$ cat config.mk
export PLATFORM = sky130hd
export DESIGN_NAME = obuf_arbiter
export DESIGN_NICKNAME = d
export VERILOG_FILES = /design/src/rtl/obuf_pkg.sv /design/src/rtl/obuf_pending.sv /design/src/rtl/obuf_mode.sv /design/src/rtl/obuf_decode.sv /design/src/rtl/obuf_arbiter.sv
export SDC_FILE = /design/constraint.sdc
export NUM_CORES = 1
export LEC_CHECK = 0
export BUFFER_PORTS_ARGS = -buffer_cell sky130_fd_sc_hd__buf_2
export CELL_PAD_IN_SITES_DETAIL_PLACEMENT = 1
export CELL_PAD_IN_SITES_GLOBAL_PLACEMENT = 2
export CORE_MARGIN = 5
export CORE_UTILIZATION = 22
export DETAILED_ROUTE_END_ITERATION = 10
export PLACE_DENSITY = 0.84
export SYNTH_ARGS = -nofsm -noshare
export SYNTH_HDL_FRONTEND = slang
export SYNTH_SLANG_ARGS = --single-unit
$ cat constraint.sdc
create_clock -name clk -period 1.26 [get_ports clk]
set_input_delay 0.126 -clock clk [delete_from_list [all_inputs] [get_ports clk]]
set_output_delay 0.126 -clock clk [all_outputs]
set_load 0.03 [all_outputs]
$ cat src/rtl/obuf_pkg.sv
package obuf_pkg;

    // Pending mask bit positions: the priority rule decodes them.
    localparam int unsigned PEND_KBD = 0;
    localparam int unsigned PEND_AUX = 1;
    localparam int unsigned PEND_W   = 2;

    typedef logic [PEND_W-1:0] pend_t;

    localparam pend_t PEND_AUX_ONLY = pend_t'(1 << PEND_AUX);

    typedef struct packed {
        logic obf;
        logic aux_obf;
        logic kbd_irq;
        logic aux_irq;
        logic sel_aux;
    } flags_t;

endpackage

$ cat src/rtl/obuf_pending.sv
module obuf_pending
    import obuf_pkg::*;
(
    input  logic  clk,
    input  logic  rst_n,
    input  logic  kbd_avail,
    input  logic  aux_avail,
    output pend_t pend_o
);

    typedef struct packed {
        pend_t pend;
    } pend_state_t;

    pend_state_t st_d, st_q;

    always_comb begin
        st_d = st_q;
        st_d.pend[PEND_KBD] = kbd_avail;
        st_d.pend[PEND_AUX] = aux_avail;
    end

    always_ff @(posedge clk) begin
        if (!rst_n) st_q <= '0;
        else        st_q <= st_d;
    end

    assign pend_o = st_q.pend;

    AST_PEND_FOLLOWS: assert property (@(posedge clk) disable iff (!rst_n)
        $past(rst_n) |-> (st_q.pend == {$past(aux_avail), $past(kbd_avail)}));

endmodule

$ cat src/rtl/obuf_mode.sv
module obuf_mode #(
    parameter int unsigned          MODE_W  = 8,
    parameter int unsigned          OFF_BIT = 4,
    parameter logic [MODE_W-1:0]    RST_VAL = 8'h03
) (
    input  logic              clk,
    input  logic              rst_n,
    input  logic              we,
    input  logic [MODE_W-1:0] wdata,
    input  logic              off_cmd,
    input  logic              on_cmd,
    output logic [MODE_W-1:0] mode_o
);

    typedef struct packed {
        logic [MODE_W-1:0] mode;
    } mode_state_t;

    mode_state_t st_d, st_q;
    logic [MODE_W-1:0] base;

    always_comb begin
        st_d = st_q;
        base = we ? wdata : st_q.mode;
        st_d.mode = base;
        if (off_cmd && !on_cmd)      st_d.mode[OFF_BIT] = 1'b1;
        else if (on_cmd && !off_cmd) st_d.mode[OFF_BIT] = 1'b0;
    end

    always_ff @(posedge clk) begin
        if (!rst_n) st_q.mode <= RST_VAL;
        else        st_q      <= st_d;
    end

    assign mode_o = st_q.mode;

    AST_WRITE_LOADS: assert property (@(posedge clk) disable iff (!rst_n)
        (we && !off_cmd && !on_cmd) |=> (mode_o == $past(wdata)));

    AST_OFF_SETS: assert property (@(posedge clk) disable iff (!rst_n)
        (off_cmd && !on_cmd) |=> mode_o[OFF_BIT]);

    AST_ON_CLEARS: assert property (@(posedge clk) disable iff (!rst_n)
        (on_cmd && !off_cmd) |=> !mode_o[OFF_BIT]);

endmodule

$ cat src/rtl/obuf_decode.sv
module obuf_decode
    import obuf_pkg::*;
(
    input  pend_t  pend,
    input  logic   kbd_irq_en,
    input  logic   aux_irq_en,
    input  logic   kbd_off,
    output flags_t flags
);

    logic any_pend;
    logic aux_only;

    always_comb begin
        any_pend = |pend;
        aux_only = (pend == PEND_AUX_ONLY);
        flags.obf     = any_pend;
        flags.aux_obf = aux_only;
        flags.sel_aux = aux_only;
        flags.aux_irq = aux_only && aux_irq_en;
        flags.kbd_irq = pend[PEND_KBD] && kbd_irq_en && !kbd_off;
    end

    always_comb begin
        AST_ONE_IRQ: assert (!(flags.kbd_irq && flags.aux_irq));
    end

endmodule

$ cat src/rtl/obuf_arbiter.sv
module obuf_arbiter
    import obuf_pkg::*;
#(
    parameter int unsigned          MODE_W      = 8,
    parameter int unsigned          KBD_IRQ_BIT = 0,
    parameter int unsigned          AUX_IRQ_BIT = 1,
    parameter int unsigned          KBD_OFF_BIT = 4,
    parameter logic [MODE_W-1:0]    MODE_RST    = 8'h03
) (
    input  logic              clk,
    input  logic              rst_n,
    input  logic              kbd_avail,
    input  logic              aux_avail,
    input  logic              mode_we,
    input  logic [MODE_W-1:0] mode_wdata,
    input  logic              kbd_off_cmd,
    input  logic              kbd_on_cmd,
    output logic [MODE_W-1:0] mode_o,
    output logic              stat_obf,
    output logic              stat_aux_obf,
    output logic              oport_obf,
    output logic              oport_aux_obf,
    output logic              kbd_irq,
    output logic              aux_irq,
    output logic              rd_sel_aux
);

    pend_t             pend_q;
    logic [MODE_W-1:0] mode_q;
    flags_t            flags;

    obuf_pending u_pend (
        .clk       (clk),
        .rst_n     (rst_n),
        .kbd_avail (kbd_avail),
        .aux_avail (aux_avail),
        .pend_o    (pend_q)
    );

    obuf_mode #(
        .MODE_W  (MODE_W),
        .OFF_BIT (KBD_OFF_BIT),
        .RST_VAL (MODE_RST)
    ) u_mode (
        .clk     (clk),
        .rst_n   (rst_n),
        .we      (mode_we),
        .wdata   (mode_wdata),
        .off_cmd (kbd_off_cmd),
        .on_cmd  (kbd_on_cmd),
        .mode_o  (mode_q)
    );

    obuf_decode u_dec (
        .pend       (pend_q),
        .kbd_irq_en (mode_q[KBD_IRQ_BIT]),
        .aux_irq_en (mode_q[AUX_IRQ_BIT]),
        .kbd_off    (mode_q[KBD_OFF_BIT]),
        .flags      (flags)
    );

    assign mode_o        = mode_q;
    assign stat_obf      = flags.obf;
    assign oport_obf     = flags.obf;
    assign stat_aux_obf  = flags.aux_obf;
    assign oport_aux_obf = flags.aux_obf;
    assign kbd_irq       = flags.kbd_irq;
    assign aux_irq       = flags.aux_irq;
    assign rd_sel_aux    = flags.sel_aux;

    AST_AUX_IMPLIES_FULL: assert property (@(posedge clk) disable iff (!rst_n)
        stat_aux_obf |-> stat_obf);

    AST_KBD_IRQ_NOT_AUX: assert property (@(posedge clk) disable iff (!rst_n)
        kbd_irq |-> (!rd_sel_aux && stat_obf));

    AST_IDLE_QUIET: assert property (@(posedge clk) disable iff (!rst_n)
        !stat_obf |-> (!kbd_irq && !aux_irq));

    AST_SEL_FOLLOWS_FLAG: assert property (@(posedge clk) disable iff (!rst_n)
        rd_sel_aux |-> (stat_aux_obf && !kbd_irq));

endmodule

## Yosys cells after proc, flatten, opt, wreduce, memory -nomap -nowiden

Cells that the tools add are included.

| storage, ports and cells | value |
|---|---|
| bits in registers | 10 |
| latch bits | 0 |
| memory bits (writable) | 0 |
| bits in read-only memories | 0 |
| bits of input ports | 15 |
| logic and storage cells | 17 |
| memories kept | 0 |

| cells by class | value |
|---|---|
| $add $sub $neg | 0 |
| multiply operators | 0 |
| div/mod/pow operators | 0 |
| order comparisons | 0 |
| equality and inequality tests | 1 |
| shift operators | 0 |
| muxes and demuxes | 3 |
| bitwise logic cells | 0 |
| reduce and logical (&&, ||, !) cells | 10 |

Operators by type and width:

| operator | number |
|---|---|
| logical AND 1 bit | 5 |
| 2-to-1 mux 5 bit | 1 |
| logical NOT 1 bit | 3 |
| nonzero test 3 bit | 1 |
| equality test 2 bit (second input constant) | 1 |
| 2-to-1 mux 1 bit | 2 |
| OR reduction 2 bit | 1 |

## Longest topological paths before layout

Gate-level depths: netlist (run 1).

| depth | value |
|---|---|
| depth in word-level cells | 4 |
| depth in mapped cells | 3 |

## Modules after synthesis

From an unflattened synthesis (run 1), not the netlist that was laid out.

| unflattened totals | value |
|---|---|
| cells, all modules | 41 |
| area total of the unflattened synthesis | 427.9 µm² |

Modules (own cells, without submodules):

| module | times used | cells an instance | area an instance (µm²) | seq. area each (µm²) |
|---|---|---|---|---|
| obuf_mode | 1 | 28 | 307.8 | 160.2 |
| obuf_decode | 1 | 7 | 52.6 | 0.0 |
| obuf_pending | 1 | 4 | 52.6 | 40.0 |
| obuf_arbiter | 1 | 2 | 15.0 | 0.0 |

## Least setup slack after synthesis (run 1)

Ideal clock, no wire load.

| timing | value |
|---|---|
| path type | flip-flop to output port |
| start point | register u_pend.st_q, in the netlist u_pend.pend_o[1] |
| end point | output port aux_irq |
| arrival | 1.238 ns |
| required time | 1.134 ns |
| path slack | -0.104 ns |
| stages on the path, launching flop included | 3 |
| cell sequence | dfxtp_1 nor2b_1 and2_1 |

| on the way | value |
|---|---|
| cells in the longest elaborated chain, start to end | 2 |

Ends and longest elaborated chain:

| what | line | source |
|---|---|---|
| start, declared | obuf_pending.sv:15 | `pend_state_t st_d, st_q;` |
| start signal, assigned | obuf_pending.sv:25 | `else st_q <= st_d;` |
| equality test 2 bit | obuf_decode.sv:16 | `aux_only = (pend == PEND_AUX_ONLY);` |
| via oport_aux_obf | obuf_arbiter.sv:22 | `output logic oport_aux_obf,` |
| logical AND 1 bit | obuf_decode.sv:20 | `flags.aux_irq = aux_only && aux_irq_en;` |
| end, declared | obuf_arbiter.sv:24 | `output logic aux_irq,` |

The timed path passes the listed nets, and every way through them passes these cells.

## Final worst setup path (run 1)

| timing | value |
|---|---|
| start point | register u_pend.st_q, in the netlist u_pend.pend_o[0] |
| end point | output port stat_obf |

| on the way | value |
|---|---|
| cells in the longest elaborated chain, start to end | 1 |

Ends and longest elaborated chain:

| what | line | source |
|---|---|---|
| OR reduction 2 bit | obuf_decode.sv:15 | `any_pend = \|pend;` |
| end, declared | obuf_arbiter.sv:19 | `output logic stat_obf,` |

No other way between the ends.

==> results of run 1 <==
-- sequential cells by signal (all words and copies together) (netlist names) --
name and flops:
u_mode.mode_o 8, u_pend.pend_o 2
-- path summary, 6_finish.rpt --
kind | start | endpoint | slack [ps] | cells after the start
worst min register to register | u_mode.mode_o[1] | u_mode.mode_o[1] | 500 | 2
worst max-delay path | u_pend.pend_o[0] | stat_obf | 70 | 2
worst max register to register | u_mode.mode_o[4] | u_mode.mode_o[4] | 520 | 2
worst min-delay path | kbd_avail | u_pend.pend_o[0] | 80 | 2
-- worst max-delay path, delay by kind of cell, from the launching register on --
kind | cells | cell delay, ps
buf+inv | 1 | 180
flops | 1 | 340
simple gates | 1 | 290
-- what timing repair did --
action / 4_1_cts / 5_1_grt
buffers inserted: 0 / 0
resized for setup: 0 / 3
hold endpoints to repair: 0 / 0
endpoints found under the setup margin: 0 / 1
-- report_power, final --
group	switching [mW]	leakage (nW)	internal (mW)
registers	0.0112	0.0829	0.336
clock network	0.111	0.0210	0.175
logic	0.104	0.219	0.0615
-- per-layer routing --
layer / up-vias / track usage (%) / wire length (um)
met5: - / 0 / 0
met4: 0 / 2.49 / 0
met3: 0 / 4.36 / 126
met2: 20 / 15.9 / 540
met1: 176 / 8.25 / 430
li1: 185 / - / -
-- synth_stat cells --
library cell,count,area [sq um]
dfxtp_1,10,200
mux2i_1,8,80.1
buf_4,6,45.0
nor2_1,6,22.5
and2_1,3,18.8
nand2_1,3,11.3
nor2b_1,2,12.5
buf_6,1,11.3
inv_1,1,3.75
nand3b_1,1,7.51
o31ai_2,1,12.5
or2_2,1,6.26
-- cells by family (layout without fill, tap and decap cells) --
family | count (synthesis) | in the layout | synth area share [%]
flip-flops | 10 | 10 | 46.4
buffers and inverters | 8 | 34 | 13.9
multiplexers | 8 | 8 | 18.6
AO/OA/AOI/OAI | 1 | 1 | 2.90
AND/OR/NAND/NOR | 16 | 16 | 18.3
-- layout make-up --
class                      instances  area (sq um)  area share, %
timing repair buffer              29           148           24.6
tap                               27          33.8           5.63
clock buffer                       4          36.3           6.04
inverter                           1          3.75          0.625
sequential                        10           200           33.3
multi-input combinational         25           179           29.8
==> impl_metrics.toml, run 1 <==
[status]
status = "finished clean"

[cts]
path_clk_slew_ps = 70
cts.htree.levels = 1
numCtsBuffers = 3
cts.sinks = 10
insertion_delay_ps = 250
cts_root_buffer = "clkbuf_4"
clk_path_buf_depth = 2
cts_hold_buf = 0
cts_tree = "yes"

[global_route]
grt_max_degree = 9
grt-ovfl-total = 0
grt_pass1_wl_mm = 1.79
track_usage_pct = 8.62
antenna_found_initial = 0
grt_pass1_vias = 427

[placement]
place_ws_ps = 312
portBuffers = 29
dpl_cell_area_sq_um = 557
dp_hpwl_um = 913
gp_congestion = 0.584
dp.cells = 92

[logic_synthesis]
ys_ff_latch = 10
ys_types = 12
synth_nets = 58
ys_warn_count = 0
netlist_instances = 43
ys_seq_area_share_pct = 46.4
netlist_area_sq_um = 432
syn_area_per_cell_sq_um = 10.0

[sta]
fin_ws_ps = 70.3
finalCritPeriodShare_pct = 94.4
slew_headroom_pct = 82.7
rsz0062_at_grt = "false"
worst_pin_slew_ps = 260
fin_setup_tns_ps = 0
setup_violations = 0
period_minus_slack_ps = 1190
holdWs_ps = 76.1
fin_skew_ps = 0
final_hold_viol_count = 0
slew_viol_final = 0
timing.fmax_mhz = 841

[drt]
drcViolationCount = 0
routed_via_density = 3.97
wire_per_inst_um = 11.4
drtIter0Drc = 1
postRouteAntennaNets = 0
firstDrtPassIters = 3
num_vias = 381
wl_mm = 1.10

[finish]
fillers = 249
final_common_cell = "buf_2"
layout-drive-gt1-share_pct = 52.2
post-route-util_pct = 31.3
nets = 85
syn2layout_area_growth_pct = 39.1
fin_cells = 96
layout_common_cells = "28 x buf_2, 10 x dfxtp_1, 8 x mux2i_1, 6 x nor2_1"
design_area_sq_um = 601
n_antenna_cell = 0

[setup_path]
setup.worst_path.start_class = "register"
critPathCaptureType = "output port"
worst_ep_arrival_time_ps = 1060
path_cells = "or2_2, buf_2"
crit_type = "reg -> out"
worstPathMaxFanout = 3
crit_slowest_cell = "dfxtp_1"
crit_required_ps = 1130
max_stage_delay_ps = 340

[flow_run]
cap_violations = 0

[die]
start_util_pct = 22.5
dieWidth_um = 54.3
io_pins = 30
rows = 16
core_sq_mm = 0.00192
chipHeight_um = 54.3
dieArea_sq_mm = 0.00295

[worst_hold_path]
hold_class = "in -> reg"

[power_and_ir_drop]
cellPowerDensity_mw_per_mm2 = 1330
ir_worst_vdd_mv = 0.402
p_leak_nw = 0.323
finalPower_uw = 797
(Power assumes the default switching activity.)
==> run 2, diff against run 1 <==
Settings changed: CELL_PAD_IN_SITES_DETAIL_PLACEMENT 1 to 0.
==> run 2 against run 1 <==
Combinational power decreased by 2%. Non-clock buffer count did not move. Maximum frequency fell by 0.77%. Clock power up 3%. Die area unchanged. Setup slack worse by 9.2 ps. Largest cell class unchanged. Cell count stayed put. Highest routed layer is now met4. Worst hold slack lost 9.3 ps.
==> impl_metrics.toml, run 2 (synthesis results as in run 1) <==
[setup_path]
r2r_slack_ps = 530
crit_type = "reg -> out"
worst_ep_arrival_time_ps = 1070
timing.rr.end = "u_mode.mode_o[4]"
critPathCaptureType = "output port"
reg2regPathDepth = 2
setup.worst_path.start_class = "register"
r2r-start = "u_mode.mode_o[4]"
worstPathMaxFanout = 3
crit_required_ps = 1130

[cts]
cts_tree = "yes"
insertion_delay_ps = 260
cts_hold_buf = 0
numCtsBuffers = 3
cts.sinks = 10
clk_path_buf_depth = 2
cts_root_buffer = "clkbuf_4"
cts.htree.levels = 1
path_clk_slew_ps = 70

[finish]
syn2layout_area_growth_pct = 38.6
layout-drive-gt1-share_pct = 52.2
post-route-util_pct = 31.1
design_area_sq_um = 598
layout_common_cells = "29 x buf_2, 10 x dfxtp_1, 8 x mux2i_1, 6 x nor2_1"
nets = 85
largest_register_ffs = 8
fillers = 227
n_antenna_cell = 0
final_common_cell = "buf_2"
fin_cells = 96

[global_route]
grt-ovfl-total = 0
grt_max_degree = 9
grt_pass1_vias = 325
antenna_found_initial = 0
grt_pass1_wl_mm = 1.43
track_usage_pct = 7.43

[die]
chipHeight_um = 54.3
io_pins = 30
dieWidth_um = 54.3
rows = 16
start_util_pct = 22.5
core_sq_mm = 0.00192
dieArea_sq_mm = 0.00295

[placement]
gp_congestion = 0.584
dp.cells = 92
dp_hpwl_um = 776
dpl_cell_area_sq_um = 557
portBuffers = 29

[sta]
fin_setup_tns_ps = 0
fin_skew_ps = 0
worst_pin_slew_ps = 251
final_hold_viol_count = 0
timing.fmax_mhz = 834
finalCritPeriodShare_pct = 95.1
slew_headroom_pct = 83.2
period_minus_slack_ps = 1200
rsz0062_at_grt = "true"
slew_viol_final = 0
setup_violations = 0

[drt]
postRouteAntennaNets = 0
drtIter0Drc = 0
drcViolationCount = 0
routed_via_density = 3.91
num_vias = 375
wire_per_inst_um = 10.1
firstDrtPassIters = 1
wl_um = 971

[status]
status = "finished clean"

[worst_hold_path]
hold_class = "in -> reg"
hp-start = "aux_avail"
worstHoldPathCells = 2
hold_end = "u_pend.pend_o[1]"

[power_and_ir_drop]
p_leak_nw = 0.323
ir_worst_vdd_mv = 0.562
cellPowerDensity_mw_per_mm2 = 1340

[flow_run]
cap_violations = 0
[run 2: cell counts in the layout (fill, tap and decap cells not counted)]
Identical to the previous run, type by type.
[run 2: worst max path at each step]
stage,start,depth (start not counted),slack (ps),end
floorplan,u_pend.pend_o[1],2,110,aux_irq
global placement,u_pend.pend_o[1],3,350,aux_irq
detailed placement,u_pend.pend_o[1],3,330,aux_irq
CTS,u_pend.pend_o[1],3,30,aux_irq
global route,u_pend.pend_o[0],2,6,stat_obf
finish,u_pend.pend_o[0],2,60,stat_obf
[run 2: layout make-up]
| cell class | count | area, sq um | area share (%) |
|---|---|---|---|
| multi-input cells | 25 | 179 | 29.9 |
| well taps | 27 | 33.8 | 5.65 |
| inverters | 1 | 3.75 | 0.628 |
| clock buffers | 4 | 36.3 | 6.07 |
| flip-flops and latches | 10 | 200 | 33.5 |
| repair buffers | 29 | 145 | 24.3 |
[run 2: critical path: stages, from the launching register on]
cell	delay [ps]
dfxtp_1	340
or2_2	280
buf_2	180
[run 2: where the power goes]
group          switching, mW  internal (mW)
registers             0.0113          0.336
logic                  0.101         0.0604
clock network          0.119          0.175
total                  0.231          0.571
[run 2: per-stage QoR]
stage,hold slack [ps],power (mW),setup WS [ps]
finish,66.9,0.802,61.1
floorplan,188,0.478,110
detailed placement,341,0.517,333
CTS,61.6,0.816,34.9
global route,55.9,0.852,5.59
global placement,333,0.514,355
[run 2: what timing repair did]
action,in CTS,in global routing
buffers inserted,0,0
resized for setup,0,1
endpoints found under the setup margin,0,1
[run 2: layer usage]
metal	part of all wire, %	global-route usage, %	vias to the layer above
li1	-	-	184
met1	40	7.76	167
met2	44	11.0	22
met3	14	3.81	2
met4	1.8	6.22	0
met5	0	0	-
